`config.mk`:
```
export PLATFORM = sky130hd
export DESIGN_NAME = acc_rshift_unit
export DESIGN_NICKNAME = d
export VERILOG_FILES = /design/src/rtl/acc_shr_pkg.sv /design/src/rtl/shr_count_unit.sv /design/src/rtl/shr_acc_reg.sv /design/src/rtl/shr_flag_eval.sv /design/src/rtl/acc_rshift_unit.sv
export SDC_FILE = /design/constraint.sdc
export NUM_CORES = 1
export LEC_CHECK = 0
export BUFFER_PORTS_ARGS = -buffer_cell sky130_fd_sc_hd__buf_2
export CAP_MARGIN = 0
export CORE_MARGIN = 3
export CORE_UTILIZATION = 50
export DETAILED_ROUTE_END_ITERATION = 6
export PLACE_DENSITY = 0.89
export SLEW_MARGIN = 15
export SYNTH_ARGS = -nofsm -noshare
export SYNTH_HDL_FRONTEND = slang
export SYNTH_SLANG_ARGS = --single-unit
```
`constraint.sdc`:
```
create_clock -name clk -period 5.2 [get_ports clk]
set_clock_uncertainty 0.15 [all_clocks]
set_input_delay 0.52 -clock clk [delete_from_list [all_inputs] [get_ports clk]]
set_output_delay 0.52 -clock clk [all_outputs]
set_load 0.01 [all_outputs]
```
`src/rtl/acc_shr_pkg.sv`:
```
package acc_shr_pkg;

    // Controller states
    typedef enum logic [1:0] {
        ST_IDLE   = 2'd0,
        ST_SHIFT  = 2'd1,
        ST_FINISH = 2'd2
    } shr_state_e;

    // Status flag word, N in bit 0 up to SL in bit 5
    typedef struct packed {
        logic sl;
        logic sv;
        logic e;
        logic c;
        logic z;
        logic n;
    } mac_flags_t;

    localparam int NUM_FLAGS = $bits(mac_flags_t);

endpackage

```
`src/rtl/shr_count_unit.sv`:
```
// Holds the remaining shift count and classifies an incoming count.
module shr_count_unit #(
    parameter int CNT_W     = 5,
    parameter int MAX_SHIFT = 8
) (
    input  logic             clk,
    input  logic             rst_n,
    input  logic             capture,
    input  logic             step,
    input  logic [CNT_W-1:0] cnt_in,
    output logic             cnt_zero,
    output logic             cnt_bad,
    output logic             last
);

    localparam logic [CNT_W-1:0] LIMIT = CNT_W'(MAX_SHIFT);
    localparam logic [CNT_W-1:0] ONE   = CNT_W'(1);

    logic [CNT_W-1:0] remain_q;

    always_ff @(posedge clk or negedge rst_n) begin
        if (!rst_n) begin
            remain_q <= '0;
        end else if (capture) begin
            remain_q <= cnt_in;
        end else if (step && (remain_q != '0)) begin
            remain_q <= remain_q - ONE;
        end
    end

    always_comb begin
        cnt_zero = (cnt_in == '0);
        cnt_bad  = (cnt_in > LIMIT);
        last     = (remain_q == ONE);
    end

endmodule

```
`src/rtl/shr_acc_reg.sv`:
```
// Accumulator register with a parallel load and a one-place logical right step.
module shr_acc_reg #(
    parameter int ACC_W = 40
) (
    input  logic             clk,
    input  logic             rst_n,
    input  logic             ld_en,
    input  logic [ACC_W-1:0] ld_val,
    input  logic             shift_en,
    output logic [ACC_W-1:0] acc_q,
    output logic [ACC_W-1:0] acc_d
);

    logic [ACC_W-1:0] stepped;

    // Each bit takes its upper neighbour; the top bit takes zero.
    for (genvar gi = 0; gi < ACC_W; gi++) begin : g_bit
        if (gi == ACC_W - 1) begin : g_top
            assign stepped[gi] = 1'b0;
        end else begin : g_mid
            assign stepped[gi] = acc_q[gi+1];
        end
    end

    always_comb begin
        acc_d = acc_q;
        if (ld_en) begin
            acc_d = ld_val;
        end else if (shift_en) begin
            acc_d = stepped;
        end
    end

    always_ff @(posedge clk or negedge rst_n) begin
        if (!rst_n) begin
            acc_q <= '0;
        end else begin
            acc_q <= acc_d;
        end
    end

endmodule

```
`src/rtl/shr_flag_eval.sv`:
```
// Computes N, Z and E from a candidate result value.
module shr_flag_eval #(
    parameter int ACC_W   = 40,
    parameter int GUARD_W = 8
) (
    input  logic [ACC_W-1:0] value,
    output logic             neg,
    output logic             zero,
    output logic             ext
);

    localparam int TOP = ACC_W - 1;
    localparam int LOW = ACC_W - 1 - GUARD_W;

    logic [GUARD_W:0] guard;

    always_comb begin
        guard = value[TOP:LOW];
        neg   = value[TOP];
        zero  = (value == '0);
        // Extension in use unless guard bits plus bit LOW are uniform
        ext   = !((&guard) || (~|guard));
    end

endmodule

```
`src/rtl/acc_rshift_unit.sv`:
```
// Iterative logical right shifter on a 40-bit accumulator with MAC flags.
module acc_rshift_unit
    import acc_shr_pkg::*;
#(
    parameter int ACC_W     = 40,
    parameter int OPND_W    = 16,
    parameter int CNT_W     = 5,
    parameter int MAX_SHIFT = 8,
    parameter int GUARD_W   = 8
) (
    input  logic                 clk,
    input  logic                 rst_n,
    input  logic                 start,
    input  logic                 op_is_imm,
    input  logic [OPND_W-1:0]    operand,
    input  logic                 load_en,
    input  logic [ACC_W-1:0]     load_val,
    input  logic [NUM_FLAGS-1:0] load_flags,
    output logic [ACC_W-1:0]     acc,
    output logic                 flag_n,
    output logic                 flag_z,
    output logic                 flag_c,
    output logic                 flag_e,
    output logic                 flag_sv,
    output logic                 flag_sl,
    output logic                 done,
    output logic                 bad_count
);

    shr_state_e       state_q;
    shr_state_e       state_d;
    mac_flags_t       flags_q;
    mac_flags_t       flags_d;
    logic [CNT_W-1:0] cnt_field;
    logic             idle;
    logic             busy;
    logic             take_start;
    logic             take_load;
    logic             shift_en;
    logic             finish_upd;
    logic             cnt_zero;
    logic             cnt_bad;
    logic             cnt_last;
    logic             bad_q;
    logic [ACC_W-1:0] acc_q;
    logic [ACC_W-1:0] acc_d;
    logic             res_n;
    logic             res_z;
    logic             res_e;
    logic             unused_opnd;

    // Count is the low field whatever the operand's origin
    assign cnt_field   = operand[CNT_W-1:0];
    assign unused_opnd = ^{operand[OPND_W-1:CNT_W], op_is_imm};

    // Controller outputs
    always_comb begin
        idle       = (state_q == ST_IDLE);
        busy       = !idle;
        take_start = idle && start;
        take_load  = idle && load_en && !start;
        shift_en   = (state_q == ST_SHIFT);
        done       = (state_q == ST_FINISH);
        finish_upd = (take_start && !cnt_bad && cnt_zero)
                   || (shift_en && cnt_last);
    end

    // Next-state logic
    always_comb begin
        state_d = state_q;
        unique case (state_q)
            ST_IDLE: begin
                if (start) begin
                    if (cnt_bad || cnt_zero) begin
                        state_d = ST_FINISH;
                    end else begin
                        state_d = ST_SHIFT;
                    end
                end
            end
            ST_SHIFT: begin
                if (cnt_last) begin
                    state_d = ST_FINISH;
                end
            end
            ST_FINISH: begin
                state_d = ST_IDLE;
            end
            default: begin
                state_d = ST_IDLE;
            end
        endcase
    end

    // State register
    always_ff @(posedge clk or negedge rst_n) begin
        if (!rst_n) begin
            state_q <= ST_IDLE;
        end else begin
            state_q <= state_d;
        end
    end

    shr_count_unit #(
        .CNT_W     (CNT_W),
        .MAX_SHIFT (MAX_SHIFT)
    ) u_count (
        .clk      (clk),
        .rst_n    (rst_n),
        .capture  (take_start),
        .step     (shift_en),
        .cnt_in   (cnt_field),
        .cnt_zero (cnt_zero),
        .cnt_bad  (cnt_bad),
        .last     (cnt_last)
    );

    shr_acc_reg #(
        .ACC_W (ACC_W)
    ) u_acc (
        .clk      (clk),
        .rst_n    (rst_n),
        .ld_en    (take_load),
        .ld_val   (load_val),
        .shift_en (shift_en),
        .acc_q    (acc_q),
        .acc_d    (acc_d)
    );

    shr_flag_eval #(
        .ACC_W   (ACC_W),
        .GUARD_W (GUARD_W)
    ) u_flags (
        .value (acc_d),
        .neg   (res_n),
        .zero  (res_z),
        .ext   (res_e)
    );

    // Flag update: load, or completion of a legal shift
    always_comb begin
        flags_d = flags_q;
        if (take_load) begin
            flags_d = mac_flags_t'(load_flags);
        end else if (finish_upd) begin
            flags_d.n = res_n;
            flags_d.z = res_z;
            flags_d.c = 1'b0;
            flags_d.e = res_e;
        end
    end

    always_ff @(posedge clk or negedge rst_n) begin
        if (!rst_n) begin
            flags_q <= '0;
            bad_q   <= 1'b0;
        end else begin
            flags_q <= flags_d;
            bad_q   <= take_start && cnt_bad;
        end
    end

    assign acc       = acc_q;
    assign flag_n    = flags_q.n;
    assign flag_z    = flags_q.z;
    assign flag_c    = flags_q.c;
    assign flag_e    = flags_q.e;
    assign flag_sv   = flags_q.sv;
    assign flag_sl   = flags_q.sl;
    assign bad_count = bad_q;

endmodule

```
=== Yosys cells after proc, flatten, opt, wreduce, memory -nomap -nowiden ===
Cells that the tools add are included.

* Register bits after elaboration: 54
* Latch bits: 0
* Memory bits (writable): 0
* ROM bits: 0
* Input port bits: 67
* Output and inout bits: 48
* Logic and storage cells: 51
* Memories kept: 0

* Add/subtract/negate cells: 1
* Multiply operators: 0
* Div/mod/pow operators: 0
* Order comparisons: 1
* Equal/unequal tests: 5
* Shifts and indexed selects: 0
* Multiplexer cells: 10
* Bitwise operators: 0
* Reductions and logical operators: 24

{| class="wikitable"
|+ Operators with widths
! operator !! count
|-
| $mux W40 || 2
|-
| $logic_not A40 Y1 || 1
|-
| $mux W5 || 2
|-
| $reduce_and A9 Y1 || 1
|-
| $reduce_or A9 Y1 || 1
|-
| $logic_and A1 B1 Y1 || 8
|-
| $mux W4 || 2
|-
| $mux W2 || 3
|-
| $eq A5 B1 Y1 const B || 1
|-
| $gt A5 B4 Y1 const B || 1
|-
| $logic_not A5 Y1 || 1
|-
| $reduce_bool A5 Y1 || 1
|-
| $sub A5 B1 Y5 const B || 1
|-
| $logic_not A1 Y1 || 4
|-
| $ne A2 B2 Y1 const B || 2
|-
| $pmux W2 S2 || 1
|-
| $reduce_bool A2 Y1 || 2
|-
| $logic_or A1 B1 Y1 || 3
|-
| $eq A2 B1 Y1 const B || 1
|-
| $eq A2 B2 Y1 const B || 1
|-
| $logic_not A2 Y1 || 1
|-
| $reduce_and A2 Y1 || 1
|}

=== Longest topological paths before layout ===
* Word-level depth: 10
* Mapped depth: 8
* Gate-level depth less buffers: 7

=== By module ===
Synthesis repeated with hierarchy kept, for this count alone.

* Cell total of the unflattened synthesis: 265
* Area total of the unflattened synthesis: 2,781.4 µm²

{| class="wikitable"
|+ Modules (own cells, without submodules)
! module !! times used !! cells an instance !! area an instance (µm²) !! sequential area each (µm²)
|-
| shr_acc_reg || 1 || 173 || 1,890.6 || 1,001.0
|-
| acc_rshift_unit || 1 || 35 || 439.2 || 225.2
|-
| shr_count_unit || 1 || 37 || 327.8 || 125.1
|-
| shr_flag_eval || 1 || 20 || 123.9 || 0.0
|}

=== Worst setup path after synthesis ===
No wires, ideal clock.

* Path kind: in2reg
* Start point: in start
* End point: reg flags_q (netlist bit flag_z)
* Data arrival time: 1,980 ps
* Required time: 4,958 ps
* Path slack: 2,978 ps
* Stages: 6
* Buffers on the path: 1
* Cell sequence: or4b_1 buf_2 nor3_2 a31oi_1 a2111o_1 o31ai_2

* Longest elaborated chain between the ends: 6
* Elaborated cells on any way between the ends: 11
* Classes of those cells: 3 x mux; 8 x reduce/logical

{| class="wikitable"
|+ Ends and longest elaborated chain
! what !! RTL line !! text
|-
| start, declared || acc_rshift_unit.sv:13 || <nowiki>input logic start,</nowiki>
|-
| $logic_not A1 Y1 || acc_rshift_unit.sv:61 || <nowiki>take_load = idle && load_en && !start;</nowiki>
|-
| $logic_and A1 B1 Y1 || acc_rshift_unit.sv:61 ||
|-
| $mux W40 || shr_acc_reg.sv:27 || <nowiki>if (ld_en) begin</nowiki>
|-
| $logic_not A40 Y1 || shr_flag_eval.sv:20 || <nowiki>zero = (value == '0);</nowiki>
|-
| $mux W4 || acc_rshift_unit.sv:145 || <nowiki>end else if (finish_upd) begin</nowiki>
|-
| $mux W4 || acc_rshift_unit.sv:143 || <nowiki>if (take_load) begin</nowiki>
|-
| end signal, assigned || acc_rshift_unit.sv:158 || <nowiki>flags_q <= flags_d;</nowiki>
|-
| end, declared || acc_rshift_unit.sv:32 || <nowiki>mac_flags_t flags_q;</nowiki>
|}

Parallel ways exist; a longest one is shown, timed or not. The select of a mux whose other input is x is not followed.
A chain may end at the register's enable or synchronous reset.

=== Worst setup path after layout ===
* Start point: reg state_q[1]
* End point: reg flags_q (netlist bit flag_z)

* Longest elaborated chain between the ends: 7
* Elaborated cells on any way between the ends: 15
* Classes of those cells: 1 x eq/ne; 4 x mux; 10 x reduce/logical

{| class="wikitable"
|+ Ends and longest elaborated chain
! what !! RTL line !! text
|-
| start, declared || acc_rshift_unit.sv:30 || <nowiki>shr_state_e state_q;</nowiki>
|-
| start signal, assigned || acc_rshift_unit.sv:100 || <nowiki>state_q <= state_d;</nowiki>
|-
| $logic_not A2 Y1 || acc_rshift_unit.sv:58 || <nowiki>idle = (state_q == ST_IDLE);</nowiki>
|-
| $logic_and A1 B1 Y1 (2 in series) || acc_rshift_unit.sv:61 ||
|-
| $mux W40 || shr_acc_reg.sv:27 ||
|-
| $logic_not A40 Y1 || shr_flag_eval.sv:20 ||
|-
| $mux W4 || acc_rshift_unit.sv:145 ||
|-
| $mux W4 || acc_rshift_unit.sv:143 ||
|}

Parallel ways exist; a longest one is shown, timed or not. The select of a mux whose other input is x is not followed.

==> metrics <==
Seq/Total Area, Yosys=47.41%; Compound-Gate Fraction of Synth Area=17.21%; Syn Inst Count=350; critical path type=reg2reg; Final nets=512; CP endpoint kind=flop; Max IR drop VDD=321.2 uV; crit path DAT=3.09 ns; Netlist cell types=41; Root Buffer Master=clkbuf_8; Global Route Usage Sum=25.30%; cell type with the highest aggregate area in the netlist=dfrtp_1; layout cell share with drive strength beyond 1=27.09%; row count=26; initial antenna violation count=0; Reg2Reg Depth=7; CTS max path bufs=2; # fillers=445; PortBufs=102; Seq pwr share=42.2%; Initial Util=53.75%; Placeable Area=5303 um2; largest net degree at the start of global routing=55; CP required=5.27 ns; fraction of the cycle the final worst path needs=58.00%; Int Power=1.173 mW; vias in the first global route=2747; antenna diode count=0; syn_nets=420; final slew viol count=0; number of detailed-route iterations in the first pass=5; Setup crit start kind=flop; drt drc=0; Pleak=1.663 nW; CTS tree=built; CTS hold repair buffers=0; Routed Wire Length=8.231 mm; Pwr per Cell Area=607.5 nW/um2; first-pass GRT wire length=13.23 mm; Sw Share=45.00%; worst-margin pin slew=1.031 ns; setup TNS=0 ns; combinational power share=44.7%; clock slew at reported path FFs=0.09 ns; Worst R2R Start=state_q[1]; Core Util, Final=66.23%; power after layout=2.134 mW; crit path max fanout=27; Synth Area in Simple Gates=29.54%; DR WL/cell=16.04 um; worst skew pair latency=0.30 ns; Area contributors post-synth=dfrtp_1 (47%), nand2_1 (12%), a31oi_1 (8.8%); multi-input logic area=1404 um2; normalized max-slew margin=31.09%; post-synth design cell area=2850 um2; final count of negative-setup-slack endpoints=0; Vias/cell=5.953; critical path startpoint=state_q[1]; #FFs+latches synth=54; Clock Power Share=13.1%; Tmin final=3.016 ns; Yosys top cell area share=47.41%; max_cap viols=0; Max Clock Freq=331.6 MHz; Worst Hold Class=in2async; area delta synth->final=23.22%; H-tree lvl count=2; CTS sink cnt=54; Final ANT Viol Nets=0; Iter 0 DRT Violations=247; largest family of logic cells by synthesized area=simple AND/OR/NAND/NOR gates; RSZ-0062 raised after global routing=no; grt ovf=0; Switch Pwr=0.9601 mW; Post-CTS Resized=0; Die Area=6642 um2; Final HPWL DP=5.787 mm; Ports=115; final hold viol count=0; Routability Congestion=0.8431; post-synthesis mux area share=0.7024%; routed vias=3054; Setup Fix Bufs, Post-CTS=0; Reg-to-Reg End=flag_z; xor/xnor share of the synthesized area=0%; Register Area=1351 um2; die height=81.50 um; Post-Synth Adder-Cell Area=1.317%; R2R Setup Slk=2.18 ns; critical path endpoint=flag_z; total number of yosys warnings=0; cts bufs inserted=5; DIE WIDTH=81.50 um; syn avg cell area=8.144 um2; status=finished, final reports clean
-- Yosys cell counts (all sizes together) --
cell type and n:
a211oi 1, nor4 8, a2111o 1, o21ai 7, mux2i 2, nand3 4
or4b 1, o31ai 2, a32oi 2, ha 3, o21a 1, clkbuf 14
nand2b 1, o2111ai 1, buf 8, inv 4, o211ai 1, a22o 2
or3 1, nor4b 1, a41oi 1, nand4 2, dfrtp 54, nor3 19
nor2 50, a21oi 8, or4 6, a221o 2, nor2b 4, nor3b 2
o21bai 1, a311oi 1, a22oi 2, nand2 92, a31oi 40, a21o 1
-- flip-flops by register name, indices dropped and copies added (netlist names) --
signal	flops
flag_sl	1
state_q	2
flag_c	1
flag_e	1
flag_z	1
flag_n	1
bad_count	1
u_count.remain_q	5
flag_sv	1
u_acc.acc_q	40
-- cell families (layout without fill, tap and decap cells) --
group	after synthesis	after routing
flops	54	54
buf+inv	26	119
compound gates	74	74
fa+ha+maj	3	3
mux	2	2
simple gates	191	191
-- power groups by stage --
stage	logic (mW)	registers, mW	clock network, mW
final	0.954	0.901	0.279
after global routing	1.07	0.930	0.297
after CTS	0.955	0.890	0.282
after floorplan	0.544	0.912	0
after global placement	0.915	0.886	0
after detailed placement	0.950	0.896	0
-- critical path, cell delays in order (launching register included) --
cell and delay [ns]:
dfrtp_1 0.52, nand2b_1 0.72, buf_4 0.42, nand3_1 0.11, a21oi_1 0.18, a31oi_1 0.06, or4_1 0.54, o31ai_2 0.23
-- per-stage QoR --
stage | instance area, um2 | hold slack, ns | cells | setup slack [ns]
final | 3512 | 0.1717 | 513 | 2.184
after global routing | 3512 | 0.2442 | 513 | 2.016
after CTS | 3512 | 0.2077 | 513 | 2.230
after detailed placement | 3406 | 0.3200 | 505 | 2.263
after global placement | 3406 | 0.3079 | 505 | 2.293
after floorplan | 2850 | 0.07441 | 350 | 2.978
-- worst min path at each step --
stage,end,cells after the start,start,slack [ns]
4_1_cts,u_acc.acc_q[38],2,rst_n,0.21
2_1_floorplan,bad_count,0,rst_n,0.07
3_3_place_gp,flag_n,1,flag_n,0.31
5_1_grt,flag_n,2,rst_n,0.24
6_report,u_acc.acc_q[27],2,rst_n,0.17
3_5_place_dp,flag_n,1,flag_n,0.32
-- cell type report --
class / count / share of cell area (%)
Clock buffer: 7 / 2.173
Timing Repair Buffer: 107 / 15.60
Inverter: 4 / 0.4275
Clock inverter: 1 / 0.8550
Tap cell: 70 / 2.494
Multi-Input combinational cell: 270 / 39.97
Sequential cell: 54 / 38.48
-- placed cells by master (no fill, tap or decap), types with 2 or more instances in the layout --
cell	n
a21oi_1	8
a221o_1	2
a22o_1	2
a22oi_1	2
a31oi_1	40
a32oi_1	2
buf_2	102
buf_4	5
clkbuf_1	2
clkbuf_8	5
dfrtp_1	54
ha_1	3
inv_1	4
mux2i_1	2
nand2_1	92
nand3_1	4
nand4_1	2
nor2_1	50
nor2b_1	3
nor3_1	17
nor3_2	2
nor4_1	8
o21ai_0	7
or4_1	6
-- metal layers --
metal / track usage (%) / part of all wire (%) / up-vias
met1: 35.10 / 42 / 1443
li1: - / - / 1426
met2: 40.88 / 48 / 167
met5: 0 / 0 / -
met4: 7.095 / 1.9 / 0
met3: 4.276 / 8.5 / 18
Power figures use the tool's default switching activity.
